`src/rtl/pcrc_pkg.sv`:
```
package pcrc_pkg;
  parameter int DATA_W = 8;
  parameter int CHAN_W = 4;
  parameter int CRC_W  = 16;
  parameter logic [CRC_W-1:0] CRC_POLY = 16'h1021;

  // one byte slot in the delay line
  typedef struct packed {
    logic              vld;
    logic              sop;
    logic              eop;
    logic              first;
    logic              last;
    logic              rx;
    logic [CHAN_W-1:0] chan;
    logic [DATA_W-1:0] data;
  } beat_t;

  // remainder after shifting one byte in, msb first
  function automatic logic [CRC_W-1:0] crc_step(input logic [CRC_W-1:0] cur,
                                                input logic [DATA_W-1:0] din);
    logic [CRC_W-1:0] r;
    logic             fb;
    r = cur;
    for (int i = DATA_W - 1; i >= 0; i--) begin
      fb = r[CRC_W-1] ^ din[i];
      r  = {r[CRC_W-2:0], 1'b0};
      if (fb) r = r ^ CRC_POLY;
    end
    return r;
  endfunction
endpackage

```
`src/rtl/pcrc_delay.sv`:
```
module pcrc_delay
  import pcrc_pkg::*;
#(
  parameter int DEPTH = 2
) (
  input  logic  clk,
  input  logic  rst_n,
  input  beat_t in_beat,
  output beat_t stg [DEPTH]
);

  beat_t stg_d [DEPTH];

  always_comb begin
    stg_d[0] = in_beat;
    for (int i = 1; i < DEPTH; i++) begin
      stg_d[i] = stg[i-1];
    end
  end

  always_ff @(posedge clk or negedge rst_n) begin
    if (!rst_n) begin
      for (int i = 0; i < DEPTH; i++) stg[i] <= '0;
    end else begin
      for (int i = 0; i < DEPTH; i++) stg[i] <= stg_d[i];
    end
  end

endmodule

```
`src/rtl/pcrc_store.sv`:
```
module pcrc_store #(
  parameter  int ENTRIES = 16,
  parameter  int WORD_W  = 16,
  localparam int IDX_W   = $clog2(ENTRIES)
) (
  input  logic              clk,
  input  logic              rst_n,
  input  logic              wr_en,
  input  logic [IDX_W-1:0]  wr_idx,
  input  logic [WORD_W-1:0] wr_word,
  input  logic [IDX_W-1:0]  rd_idx,
  output logic [WORD_W-1:0] rd_word
);

  logic [WORD_W-1:0] mem_q [ENTRIES];
  logic [WORD_W-1:0] mem_d [ENTRIES];

  // next state: one entry replaced per cycle
  always_comb begin
    for (int i = 0; i < ENTRIES; i++) begin
      mem_d[i] = mem_q[i];
    end
    if (wr_en) mem_d[wr_idx] = wr_word;
  end

  always_ff @(posedge clk or negedge rst_n) begin
    if (!rst_n) begin
      for (int i = 0; i < ENTRIES; i++) mem_q[i] <= '0;
    end else if (wr_en) begin
      for (int i = 0; i < ENTRIES; i++) mem_q[i] <= mem_d[i];
    end
  end

  // read forwards a write landing in this same cycle
  always_comb begin
    if (wr_en && (wr_idx == rd_idx)) rd_word = wr_word;
    else                             rd_word = mem_q[rd_idx];
  end

  // an entry written last cycle reads back unchanged
  a_r4_entry_persists: assert property (@(posedge clk) disable iff (!rst_n)
    ($past(wr_en) && (rd_idx == $past(wr_idx)) && !(wr_en && (wr_idx == rd_idx)))
      |-> (rd_word == $past(wr_word)));

endmodule

```
`src/rtl/pcrc_core.sv`:
```
module pcrc_core
  import pcrc_pkg::*;
(
  input  logic              clk,
  input  logic              rst_n,
  input  logic              ld_en,
  input  logic [CRC_W-1:0]  ld_word,
  input  logic              absorb,
  input  logic              absorb_from_ld,
  input  logic [DATA_W-1:0] byte_in,
  output logic [CRC_W-1:0]  crc_next
);

  logic [CRC_W-1:0] ld_q;
  logic [CRC_W-1:0] crc_q;
  logic [CRC_W-1:0] base;

  // a packet's first byte starts from the staged value
  always_comb begin
    base     = absorb_from_ld ? ld_q : crc_q;
    crc_next = crc_step(base, byte_in);
  end

  always_ff @(posedge clk or negedge rst_n) begin
    if (!rst_n) ld_q <= '0;
    else if (ld_en) ld_q <= ld_word;
  end

  always_ff @(posedge clk or negedge rst_n) begin
    if (!rst_n) crc_q <= '0;
    else if (absorb) crc_q <= crc_next;
  end

endmodule

```
`src/rtl/pcrc_engine.sv`:
```
module pcrc_engine
  import pcrc_pkg::*;
(
  input  logic              clk,
  input  logic              rst_n,
  input  logic              in_valid,
  input  logic [DATA_W-1:0] in_data,
  input  logic              in_sop,
  input  logic              in_eop,
  input  logic              in_first,
  input  logic              in_last,
  input  logic              in_rx,
  input  logic [CHAN_W-1:0] in_chan,
  output logic              out_valid,
  output logic [DATA_W-1:0] out_data,
  output logic              out_crc,
  output logic              chk_valid,
  output logic              chk_ok,
  output logic [CHAN_W-1:0] chk_chan
);

  localparam int DLY     = 2;
  localparam int CHANS   = 1 << CHAN_W;
  localparam int NBYTES  = CRC_W / DATA_W;
  localparam int CNT_W   = $clog2(NBYTES + 1);

  beat_t            in_b;
  beat_t            stg [DLY];
  beat_t            s1, s2;
  logic [CRC_W-1:0] rd_word, ld_word, crc_next, wr_word;
  logic             wr_en, end_tx, end_rx;

  always_comb begin
    in_b.vld   = in_valid;
    in_b.sop   = in_valid & in_sop;
    in_b.eop   = in_valid & in_eop;
    in_b.first = in_first;
    in_b.last  = in_last;
    in_b.rx    = in_rx;
    in_b.chan  = in_chan;
    in_b.data  = in_data;
  end

  pcrc_delay #(.DEPTH(DLY)) u_dly (
    .clk(clk), .rst_n(rst_n), .in_beat(in_b), .stg(stg)
  );

  assign s1 = stg[0];
  assign s2 = stg[DLY-1];

  // stage 1 looks up, stage 2 absorbs from the looked-up value
  assign wr_en   = s2.eop;
  assign end_tx  = s2.eop & s2.last & ~s2.rx;
  assign end_rx  = s2.eop & s2.last &  s2.rx;
  assign wr_word = s2.last ? '0 : crc_next;
  assign ld_word = s1.first ? '0 : rd_word;

  pcrc_store #(.ENTRIES(CHANS), .WORD_W(CRC_W)) u_store (
    .clk(clk), .rst_n(rst_n),
    .wr_en(wr_en), .wr_idx(s2.chan), .wr_word(wr_word),
    .rd_idx(s1.chan), .rd_word(rd_word)
  );

  pcrc_core u_core (
    .clk(clk), .rst_n(rst_n),
    .ld_en(s1.sop), .ld_word(ld_word),
    .absorb(s2.vld), .absorb_from_ld(s2.sop),
    .byte_in(s2.data), .crc_next(crc_next)
  );

  // output stage
  logic [CNT_W-1:0]  app_cnt_q, app_cnt_d;
  logic [CRC_W-1:0]  app_val_q, app_val_d;
  logic              ov_d, oc_d, cv_d, ck_d;
  logic [DATA_W-1:0] od_d;
  logic [CHAN_W-1:0] cc_d;

  always_comb begin
    app_cnt_d = app_cnt_q;
    app_val_d = app_val_q;
    ov_d      = s2.vld;
    od_d      = s2.data;
    oc_d      = 1'b0;
    if (app_cnt_q != '0) begin
      ov_d      = 1'b1;
      oc_d      = 1'b1;
      od_d      = app_val_q[CRC_W-1 -: DATA_W];
      app_val_d = app_val_q << DATA_W;
      app_cnt_d = app_cnt_q - 1'b1;
    end
    if (end_tx) begin
      app_cnt_d = CNT_W'(NBYTES);
      app_val_d = crc_next;
    end
    cv_d = end_rx;
    ck_d = (crc_next == '0);
    cc_d = s2.chan;
  end

  always_ff @(posedge clk or negedge rst_n) begin
    if (!rst_n) begin
      app_cnt_q <= '0;
      app_val_q <= '0;
      out_valid <= 1'b0;
      out_data  <= '0;
      out_crc   <= 1'b0;
      chk_valid <= 1'b0;
      chk_ok    <= 1'b0;
      chk_chan  <= '0;
    end else begin
      app_cnt_q <= app_cnt_d;
      app_val_q <= app_val_d;
      out_valid <= ov_d;
      out_data  <= od_d;
      out_crc   <= oc_d;
      chk_valid <= cv_d;
      chk_ok    <= ck_d;
      chk_chan  <= cc_d;
    end
  end

  // a packet start reaches the load stage two cycles later
  a_r2_start_reaches_load: assert property (@(posedge clk) disable iff (!rst_n)
    (in_valid && in_sop) |=> ##1 (s2.vld && s2.sop));

  // a remainder byte is always a valid byte
  a_r2_crc_implies_valid: assert property (@(posedge clk) disable iff (!rst_n)
    out_crc |-> out_valid);

  // appended bytes come as a pair
  a_r6_pair_starts: assert property (@(posedge clk) disable iff (!rst_n)
    $rose(out_crc) |=> out_crc);

  a_r6_pair_ends: assert property (@(posedge clk) disable iff (!rst_n)
    (out_crc && $past(out_crc)) |=> !out_crc);

  // source leaves room for the appended pair
  a_r12_idle_after_tx_end: assert property (@(posedge clk) disable iff (!rst_n)
    ($past(in_valid && in_eop && in_last && !in_rx) || $past(in_valid && in_eop && in_last && !in_rx, 2))
      |-> !in_valid);

endmodule

```
`config.mk`:
```
export PLATFORM = sky130hd
export DESIGN_NAME = pcrc_engine
export DESIGN_NICKNAME = d
export VERILOG_FILES = /design/src/rtl/pcrc_pkg.sv /design/src/rtl/pcrc_delay.sv /design/src/rtl/pcrc_store.sv /design/src/rtl/pcrc_core.sv /design/src/rtl/pcrc_engine.sv
export SDC_FILE = /design/constraint.sdc
export NUM_CORES = 1
export LEC_CHECK = 0
export BUFFER_PORTS_ARGS = -buffer_cell sky130_fd_sc_hd__buf_4
export CORE_UTILIZATION = 55
export CTS_BUF_LIST = sky130_fd_sc_hd__clkbuf_4 sky130_fd_sc_hd__clkbuf_8
export DETAILED_ROUTE_END_ITERATION = 12
export HOLD_SLACK_MARGIN = 0.12
export PLACE_DENSITY = 0.78
export SLEW_MARGIN = 15
export SYNTH_ARGS = -nofsm -noshare
export SYNTH_HDL_FRONTEND = slang
export SYNTH_SLANG_ARGS = --single-unit
```
`constraint.sdc`:
```
create_clock -name clk -period 6.8 [get_ports clk]
set_input_delay 0.68 -clock clk [delete_from_list [all_inputs] [get_ports clk]]
set_output_delay 0.68 -clock clk [all_outputs]
set_load 0.05 [all_outputs]
```
==> flow_summary.ini, run 1 <==
[setup_path]
cp_max_fo = 20
critPathBufInv = 0
critical_path_depth = 6
r2r_slack_ns = 3.55
critical_path_arrival_ns = 3.67
setup.worst_path.end_class = register
cp_cell_sequence = mux2i_2 > xnor2_2 > xnor2_2 > xnor2_1 > or2_1 > o21ai_0
start_kind = register
cpPeakStageDelay_ns = 0.96
endpoint = u_store.mem_q[237]
rr_endpoint = u_store.mem_q[237]
cp_slowest_cell = dfrtp_1
r2r_start = u_dly.stg[16]
cp_data_required_time_ns = 7.22
cp-startpoint = u_dly.stg[16]
crit_path_frequent_cell = xnor2_2
cp_top_family = flip-flops
reg2regPathDepth = 6
path_class = reg -> reg

[power]
p_leak_nw = 7.404
powerDensity_nw_per_um2 = 406.8
max-vdd-ir-drop_mv = 0.2214
power_w = 0.006804

[detailed_routing]
postRouteAntennaNets = 0
drt_pass1_iterations = 5
drtIter0Drc = 906
via_count = 10294
wl_mm = 36.63
viasPerCell = 5.988
drc = 0
wire_per_inst_um = 21.31

[yosys]
synth_ff_type = dfrtp_1
synthArstFlopShare_pct = 100.0
syn_avg_cell_area_um2 = 11.29
postSynthCellCount = 1349
synth_nets = 1370
synth-edff-count = 0
ys_ff_latch = 357
synth-seq-area-share_pct = 58.64
syn_area_um2 = 15230
yosys_warnings = 0
synth_cell_types = 46

[clocking]
clkLatencyLatePin_ns = 0.59
clock_path_buffers = 3
cts_hold_buffers = 0
cts_resized = 0
clk_pin_slew_ns = 0.06
clock-sinks = 357
numCtsBuffers = 55
root_buffer = clkbuf_8
post-cts-setup-buffer-count = 0
cts_tree = yes
cts_htree_levels = 2

[timing]
finClkSkew_ns = 0.01825
hold_viol = 0
setup_viol = 0
period_minus_slack_ns = 3.253
rsz0062_at_grt = no
finalSetupTns_ns = 0
finalCritPeriodShare_pct = 47.84
relSlewSlack_pct = 21.67
drv_slew = 0
timing.fmax_ghz = 0.3074
worst_slack_ns = 3.547
tightestPinTransition_ns = 1.175

[die]
rows = 60
chipHeight_um = 168.4
start_util_pct = 56.37
die_w_um = 168.4
die_area_um2 = 28370
core_um2 = 27030
io_pins = 36

[layout]
drive_above_1_share_pct = 19.52
fin_nets = 1367
n_antenna_cell = 0
syn_to_final_growth_pct = 9.782

[placement]
dp_hpwl_mm = 21.50
place.gp.congestion = 0.8623
portBuffers = 35
pre_cts_ws_ns = 3.589

[worst_hold_path]
hp-class = in -> async

[grt]
track_usage_pct = 27.05
grt-ovfl-total = 0
grt_max_degree = 176
grt_pass1_wl_mm = 58.15
grt_antenna_before_repair = 0
grt_pass1_vias = 10239

[flow_run]
max_cap_violations = 0

[run_status]
run_status = complete, no violations
## registers in the layout, indices dropped and copies added, names as in the netlist
register,count
u_store.mem_q,256
u_dly.stg,35
app_val_q,16
u_core.crc_q,16
u_core.ld_q,16
out_data,8
chk_chan,4
app_cnt_q,2
chk_ok,1
chk_valid,1
out_crc,1
out_valid,1
## cells in the final DEF (no fill, tap or decap), types with 6 or more instances in the layout
cell type  netlist  routed
dfrtp_1        357     355
nand2_1        282     282
o21ai_0        258     258
clkbuf_8         0      68
mux4_2          64      64
buf_4            0      55
a21oi_1         33      33
a22oi_1         24      24
nor2_1          22      21
clkbuf_4         0      21
mux2_2          19      19
xnor2_1         18      18
mux2i_1         17      17
o21ai_2         17      17
xor2_1          13      13
or2_1           10      10
inv_1            9       9
o21ai_1          9       9
a211oi_1         8       8
nand3_1         11       7
xnor2_2          6       6
## stage by stage
stage	std cells	util [%]	hold WS (ns)	area, µm²
3_5_place_dp	1629	57.77	0.3347	15610
5_1_grt	1719	61.88	0.1688	16720
3_3_place_gp	1629	57.77	0.3327	15610
4_1_cts	1718	61.81	0.1262	16710
2_1_floorplan	1349	-	0.3312	15230
6_report	1719	61.88	0.1019	16720
## cell usage after synthesis (all sizes together), types with 2 or more instances
library cell	count	area, µm²
dfrtp	357	8934
o21ai	284	1485
nand2	282	1059
clkbuf	93	355.3
mux4	64	1441
a21oi	33	165.2
buf	26	182.7
a22oi	24	180.2
xnor2	24	255.2
nor2	22	82.58
mux2	19	214.0
mux2i	18	183.9
or2	14	87.58
xor2	14	130.1
nand3	11	55.05
inv	9	33.78
a211oi	8	60.06
nand2b	5	31.28
nor2b	5	31.28
a221oi	4	35.03
a22o	4	35.03
and2	4	25.02
and3	4	25.02
nor3	4	20.02
o221ai	3	26.28
or3	3	18.77
nor4	2	12.51
## cell families after synthesis
kind of cell | Yosys count | share of synthesized area, %
AOI/OAI and AO/OA | 363 | 13.20
and+or+nand+nor | 360 | 9.699
DFF | 357 | 58.64
buffers and inverters | 129 | 3.778
muxes | 101 | 12.07
xor gates and xnor gates | 38 | 2.530
adders and majority gates | 1 | 0.08212
## layer usage
layer / track usage, % / wire length [µm]
met3: 4.984 / 2690
met4: 12.33 / 1547
met2: 42.05 / 16920
met1: 37.42 / 15470
met5: 0 / 0
## where the power goes
part	leakage (nW)	switching (W)	internal, W
combinational	2.12	0.00111	0.000744
clock	0.586	0.000789	0.000999
sequential	4.70	0.000374	0.00278
## worst min path at each step
stage,slack [ns],startpoint,cells past startpoint,endpoint
6_report,0.10,rst_n,1,u_store.mem_q[105]
5_1_grt,0.17,rst_n,1,u_store.mem_q[249]
4_1_cts,0.13,rst_n,1,u_store.mem_q[249]
3_5_place_dp,0.33,u_dly.stg[31],0,u_dly.stg[13]
3_3_place_gp,0.33,u_dly.stg[25],0,u_dly.stg[7]
2_1_floorplan,0.33,u_dly.stg[18],0,u_dly.stg[0]
## final cells by class
cell class | instances | area [µm²]
Fill cell | 2113 | 10300
Tap cell | 341 | 426.7
Sequential cell | 357 | 8939
Clock buffer | 89 | 1094
Inverter | 10 | 37.54
Multi-Input combinational cell | 863 | 5754
Timing Repair Buffer | 59 | 474.2
(Power assumes the default switching activity.)
==> run 2, diff against run 1 <==
==> constraint.sdc (replaced) <==
create_clock -name clk -period 3.2 [get_ports clk]
set_input_delay 0.32 -clock clk [delete_from_list [all_inputs] [get_ports clk]]
set_output_delay 0.32 -clock clk [all_outputs]
set_load 0.05 [all_outputs]
==> run 2 against run 1 <==
- core utilization increased by 1.7 points
- final area increased by 2.7%
- critical path depth increased by 1
- first-iteration DRC count increased by 19%
- clock skew increased by 0.012 ns
- combinational power increased by 120%
- via count increased by 2.8%
- count of clock-buffer cells in the layout decreased by 6
- wire length increased by 1.0%
- register-to-register slack got worse by 3.2 ns
- global-route usage increased by 0.28 points
- non-clock buffer count increased by 35
- largest power group unchanged
- critical endpoint is now u_store.mem_q[151]
==> flow_summary.ini, run 2 (synthesized netlist as in run 1, its figures left out) <==
[die]
core_um2 = 27030
die_w_um = 168.4
rows = 60
die_area_um2 = 28370
start_util_pct = 56.37
io_pins = 36
chipHeight_um = 168.4

[clocking]
clk_pin_slew_ns = 0.07
clock-sinks = 357
root_buffer = clkbuf_8
cts_tree = yes
cts_resized = 0
numCtsBuffers = 56
clkLatencyLatePin_ns = 0.60
clock_path_buffers = 3
cts_htree_levels = 2

[layout]
largest_reg_flops = 256
top_register = u_store.mem_q
multi_input_area_um2 = 5732
register_area_um2 = 8939
fin_nets = 1403
final_cells = 1759
drive_above_1_share_pct = 20.10
reg_top3 = u_store.mem_q x256, u_dly.stg x35
fin_area_um2 = 17180
n_antenna_cell = 0
syn_to_final_growth_pct = 12.79
post-route-util_pct = 63.58
num-fill-cells = 2008
layout_common_cells = dfrtp_1 (355), nand2_1 (282), o21ai_0 (258), clkbuf_8 (69), buf_4 (68)
final_common_cell = dfrtp_1

[placement]
portBuffers = 35
dp.cells = 1646
dp_hpwl_mm = 22.32
place.gp.congestion = 0.9438
placed_area_um2 = 15780

[grt]
grt_antenna_before_repair = 0
grt_use_met3_pct = 5.571
grt_pass1_vias = 10805
grt_pass1_wl_mm = 59.13
grt-busiest-layer = met2
track_usage_pct = 27.32
met2_usage_pct = 44.04
grtUsageMet1_pct = 36.67
grt_max_degree = 94
grt-ovfl-total = 0

[detailed_routing]
via_count = 10580
drt_pass1_iterations = 5
viasPerCell = 6.015
postRouteAntennaNets = 0
wl_mm = 37.01
drtIter0Drc = 1082
wire_per_inst_um = 21.04
drc = 0

[power]
p_leak_nw = 7.630
power_w = 0.01491
powerDensity_nw_per_um2 = 867.9
max-vdd-ir-drop_mv = 0.3554

[setup_path]
r2r_slack_ns = 0.34
cp_max_fo = 17
r2r_start = u_dly.stg[16]
critical_path_arrival_ns = 3.28
start_kind = register
rr_endpoint = u_store.mem_q[151]
reg2regPathDepth = 7
path_class = reg -> reg
setup.worst_path.end_class = register
cp_data_required_time_ns = 3.62

[timing]
finClkSkew_ns = 0.03030
finalCritPeriodShare_pct = 89.31
timing.fmax_ghz = 0.3499
relSlewSlack_pct = 35.27
tightestPinTransition_ns = 0.9709
rsz0062_at_grt = no
period_minus_slack_ns = 2.858
setup_viol = 0
hold_viol = 0
drv_slew = 0
finalSetupTns_ns = 0

[run_status]
run_status = complete, no violations

[worst_hold_path]
hp-class = in -> async

[flow_run]
max_cap_violations = 0
[run 2: final cells by class]
cell class                 instances  share of cell area, %
tap                              341                  2.483
timing repair buffer              94                  4.864
clock buffer                      83                  6.138
clock inverter                    11                 0.9175
inverter                          10                 0.2185
multi-input combinational        863                  33.36
sequential                       357                  52.02
[run 2: through the flow]
step | setup slack [ns] | hold slack [ns]
global placement | 0.4924 | 0.3331
global route | 0.1258 | 0.3642
floorplan | 0.9892 | 0.02441
finish | 0.3422 | 0.3481
detailed placement | 0.3931 | 0.3347
CTS | 0.3557 | 0.3492
[run 2: report_power, final]
part           total (W)  leakage [nW]  switching [W]  internal (W)
logic            0.00403          2.29        0.00238       0.00165
registers        0.00672          4.70       0.000808       0.00592
clock network    0.00416         0.641        0.00175       0.00241
total             0.0149          7.63        0.00493       0.00998
[run 2: repair_timing]
action                                 in CTS  in global routing
endpoints found under the hold margin     107                  0
buffers inserted                            0                  0
hold buffers                               19                  0
[run 2: how the worst max path moves through the flow]
| stage | from | to | slack [ns] | cells past startpoint |
|---|---|---|---|---|
| final | u_dly.stg[16] | u_store.mem_q[151] | 0.34 | 7 |
| after global routing | u_dly.stg[16] | u_store.mem_q[247] | 0.13 | 7 |
| after CTS | u_dly.stg[16] | u_store.mem_q[151] | 0.36 | 7 |
| after detailed placement | u_dly.stg[16] | u_store.mem_q[183] | 0.39 | 7 |
| after global placement | u_dly.stg[16] | u_store.mem_q[197] | 0.49 | 6 |
| after floorplan | u_dly.stg[26] | u_core.ld_q[12] | 0.99 | 7 |
[run 2: routing by layer]
| metal | routed length, µm | part of all wire [%] |
|---|---|---|
| met1 | 15340 | 41 |
| met2 | 17430 | 47 |
| met3 | 2808 | 7.6 |
| met4 | 1439 | 3.9 |
| met5 | 0 | 0 |
[run 2: critical path, cell delays in order (launching register included)]
cell	delay, ns
dfrtp_1	0.70
buf_4	0.28
mux2i_1	0.29
xor2_2	0.29
xnor2_2	0.20
xnor2_1	0.27
or2_1	0.47
o21ai_0	0.19
==> run 3, diff against run 2 <==
==> constraint.sdc (replaced) <==
create_clock -name clk -period 3.7 [get_ports clk]
set_input_delay 0.37 -clock clk [delete_from_list [all_inputs] [get_ports clk]]
set_output_delay 0.37 -clock clk [all_outputs]
set_load 0.05 [all_outputs]
==> run 3 against run 2 <==
- core utilization is 0.16 points lower
- sequential cell count unchanged
- sequential share of layout area rose by 0.13 points
- worst setup slack better by 0.29 ns
- final cell count up 0.11%
- fmax shrank 7.0%
==> flow_summary.ini, run 3 (synthesized netlist as in run 1, its figures left out) <==
[grt]
grt_antenna_before_repair = 0
grt_max_degree = 119
grt-ovfl-total = 0
grt_pass1_wl_mm = 60.60
grt_pass1_vias = 11145
track_usage_pct = 27.94

[layout]
num-fill-cells = 1993
n_antenna_cell = 0
top_register = u_store.mem_q
largest_reg_flops = 256
drive_above_1_share_pct = 20.28
fin_nets = 1397
syn_to_final_growth_pct = 12.50
post-route-util_pct = 63.42
reg_top3 = u_store.mem_q x256, u_dly.stg x35
final_common_cell = dfrtp_1
layout_common_cells = dfrtp_1 (355), nand2_1 (282), o21ai_0 (258), clkbuf_8 (74), buf_4 (65)

[placement]
dp_hpwl_mm = 23.02
portBuffers = 35
place.gp.congestion = 0.8604

[setup_path]
cp-startpoint = u_dly.stg[16]
r2r_slack_ns = 0.63
critical_path_arrival_ns = 3.50
cp_top_family = flip-flops
start_kind = register
r2r_start = u_dly.stg[16]
cp_slowest_cell = dfrtp_1
cp_max_fo = 20
cp_data_required_time_ns = 4.13
cpPeakStageDelay_ns = 0.96
critPathBufInv = 0
setup.worst_path.end_class = register
path_class = reg -> reg
cp_cell_sequence = mux2i_1 > xor2_1 > xnor2_2 > xnor2_1 > or2_1 > o21ai_0

[power]
p_leak_nw = 7.604
powerDensity_nw_per_um2 = 747.8
max-vdd-ir-drop_mv = 0.2885

[timing]
finClkSkew_ns = 0.01278
timing.fmax_ghz = 0.3256
finalCritPeriodShare_pct = 83.01
relSlewSlack_pct = 23.05
setup_viol = 0
rsz0062_at_grt = no
hold_viol = 0
tightestPinTransition_ns = 1.154
period_minus_slack_ns = 3.071
drv_slew = 0
finalSetupTns_ns = 0

[die]
die_area_um2 = 28370
die_w_um = 168.4
core_um2 = 27030
rows = 60
chipHeight_um = 168.4
start_util_pct = 56.37
io_pins = 36

[detailed_routing]
postRouteAntennaNets = 0
drc = 0
drt_pass1_iterations = 5
wl_mm = 37.81
viasPerCell = 6.122
drtIter0Drc = 1024
via_count = 10780
wire_per_inst_um = 21.47

[clocking]
root_buffer = clkbuf_8
cts_tree = yes
post-cts-setup-buffer-count = 0
clkLatencyLatePin_ns = 0.59
numCtsBuffers = 55
clock_path_buffers = 3
cts_htree_levels = 2
clock-sinks = 357
clk_pin_slew_ns = 0.06
cts_resized = 0

[flow_run]
max_cap_violations = 0

[worst_hold_path]
hp-start = u_dly.stg[24]
hp-class = reg -> reg

[run_status]
run_status = complete, no violations
run 3: cell types whose count changed in the layout (fill, tap and decap cells not counted):
cell	previous run	this run
clkinv_2	6	7
clkbuf_8	69	74
clkinvlp_4	1	3
buf_4	68	65
buf_12	6	4
bufinv_16	4	1
nand3_2	0	1
nand3_1	11	10
clkbuf_4	14	16
run 3: metal layers:
metal / GRT usage (%) / wire length (µm) / vias to the layer above
met3: 5.148 / 2904 / 120
met4: 12.92 / 1532 / 0
met1: 37.25 / 15400 / 5434
met5: 0 / 0 / -
met2: 44.92 / 17980 / 492
li1: - / - / 4734
run 3: repair_timing:
item	in CTS	in global routing
endpoints found under the setup margin	0	0
endpoints found under the hold margin	131	0
hold buffers	19	0
run 3: where the power goes:
part	leakage (nW)	switching [W]	internal, W	total (W)
registers	4.70	0.000713	0.00512	0.00583
logic	2.26	0.00205	0.00141	0.00346
clock network	0.648	0.00151	0.00201	0.00353
run 3: area by class of cell:
cell class | instances | area [µm²] | area share [%]
Multi-Input combinational cell | 863 | 5737 | 33.47
Clock inverter | 11 | 87.58 | 0.5110
Tap cell | 341 | 426.7 | 2.489
Timing Repair Buffer | 89 | 773.2 | 4.512
Inverter | 10 | 37.54 | 0.2190
Sequential cell | 357 | 8939 | 52.15
Clock buffer | 90 | 1139 | 6.643
run 3: worst paths after layout:
check	end	cells past startpoint
worst max-delay path	u_store.mem_q[8]	6
min in group asynchronous	u_dly.stg[26]	2
worst max register to register	u_store.mem_q[8]	6
max in group asynchronous	u_store.mem_q[195]	3
worst min-delay path	u_dly.stg[6]	0
worst min register to register	u_dly.stg[6]	0
run 3: stage by stage:
stage / power (W) / hold slack, ns / cell area, µm² / worst slack, ns / cells
after global placement: 0.009051 / 0.3318 / 15720 / 0.7513 / 1641
after global routing: 0.01354 / 0.3614 / 17140 / 0.4325 / 1761
final: 0.01282 / 0.3497 / 17140 / 0.6287 / 1761
after CTS: 0.01282 / 0.3510 / 17140 / 0.6735 / 1761
after detailed placement: 0.009284 / 0.3364 / 15720 / 0.6780 / 1641
after floorplan: 0.008385 / 0.07441 / 15230 / 1.489 / 1349
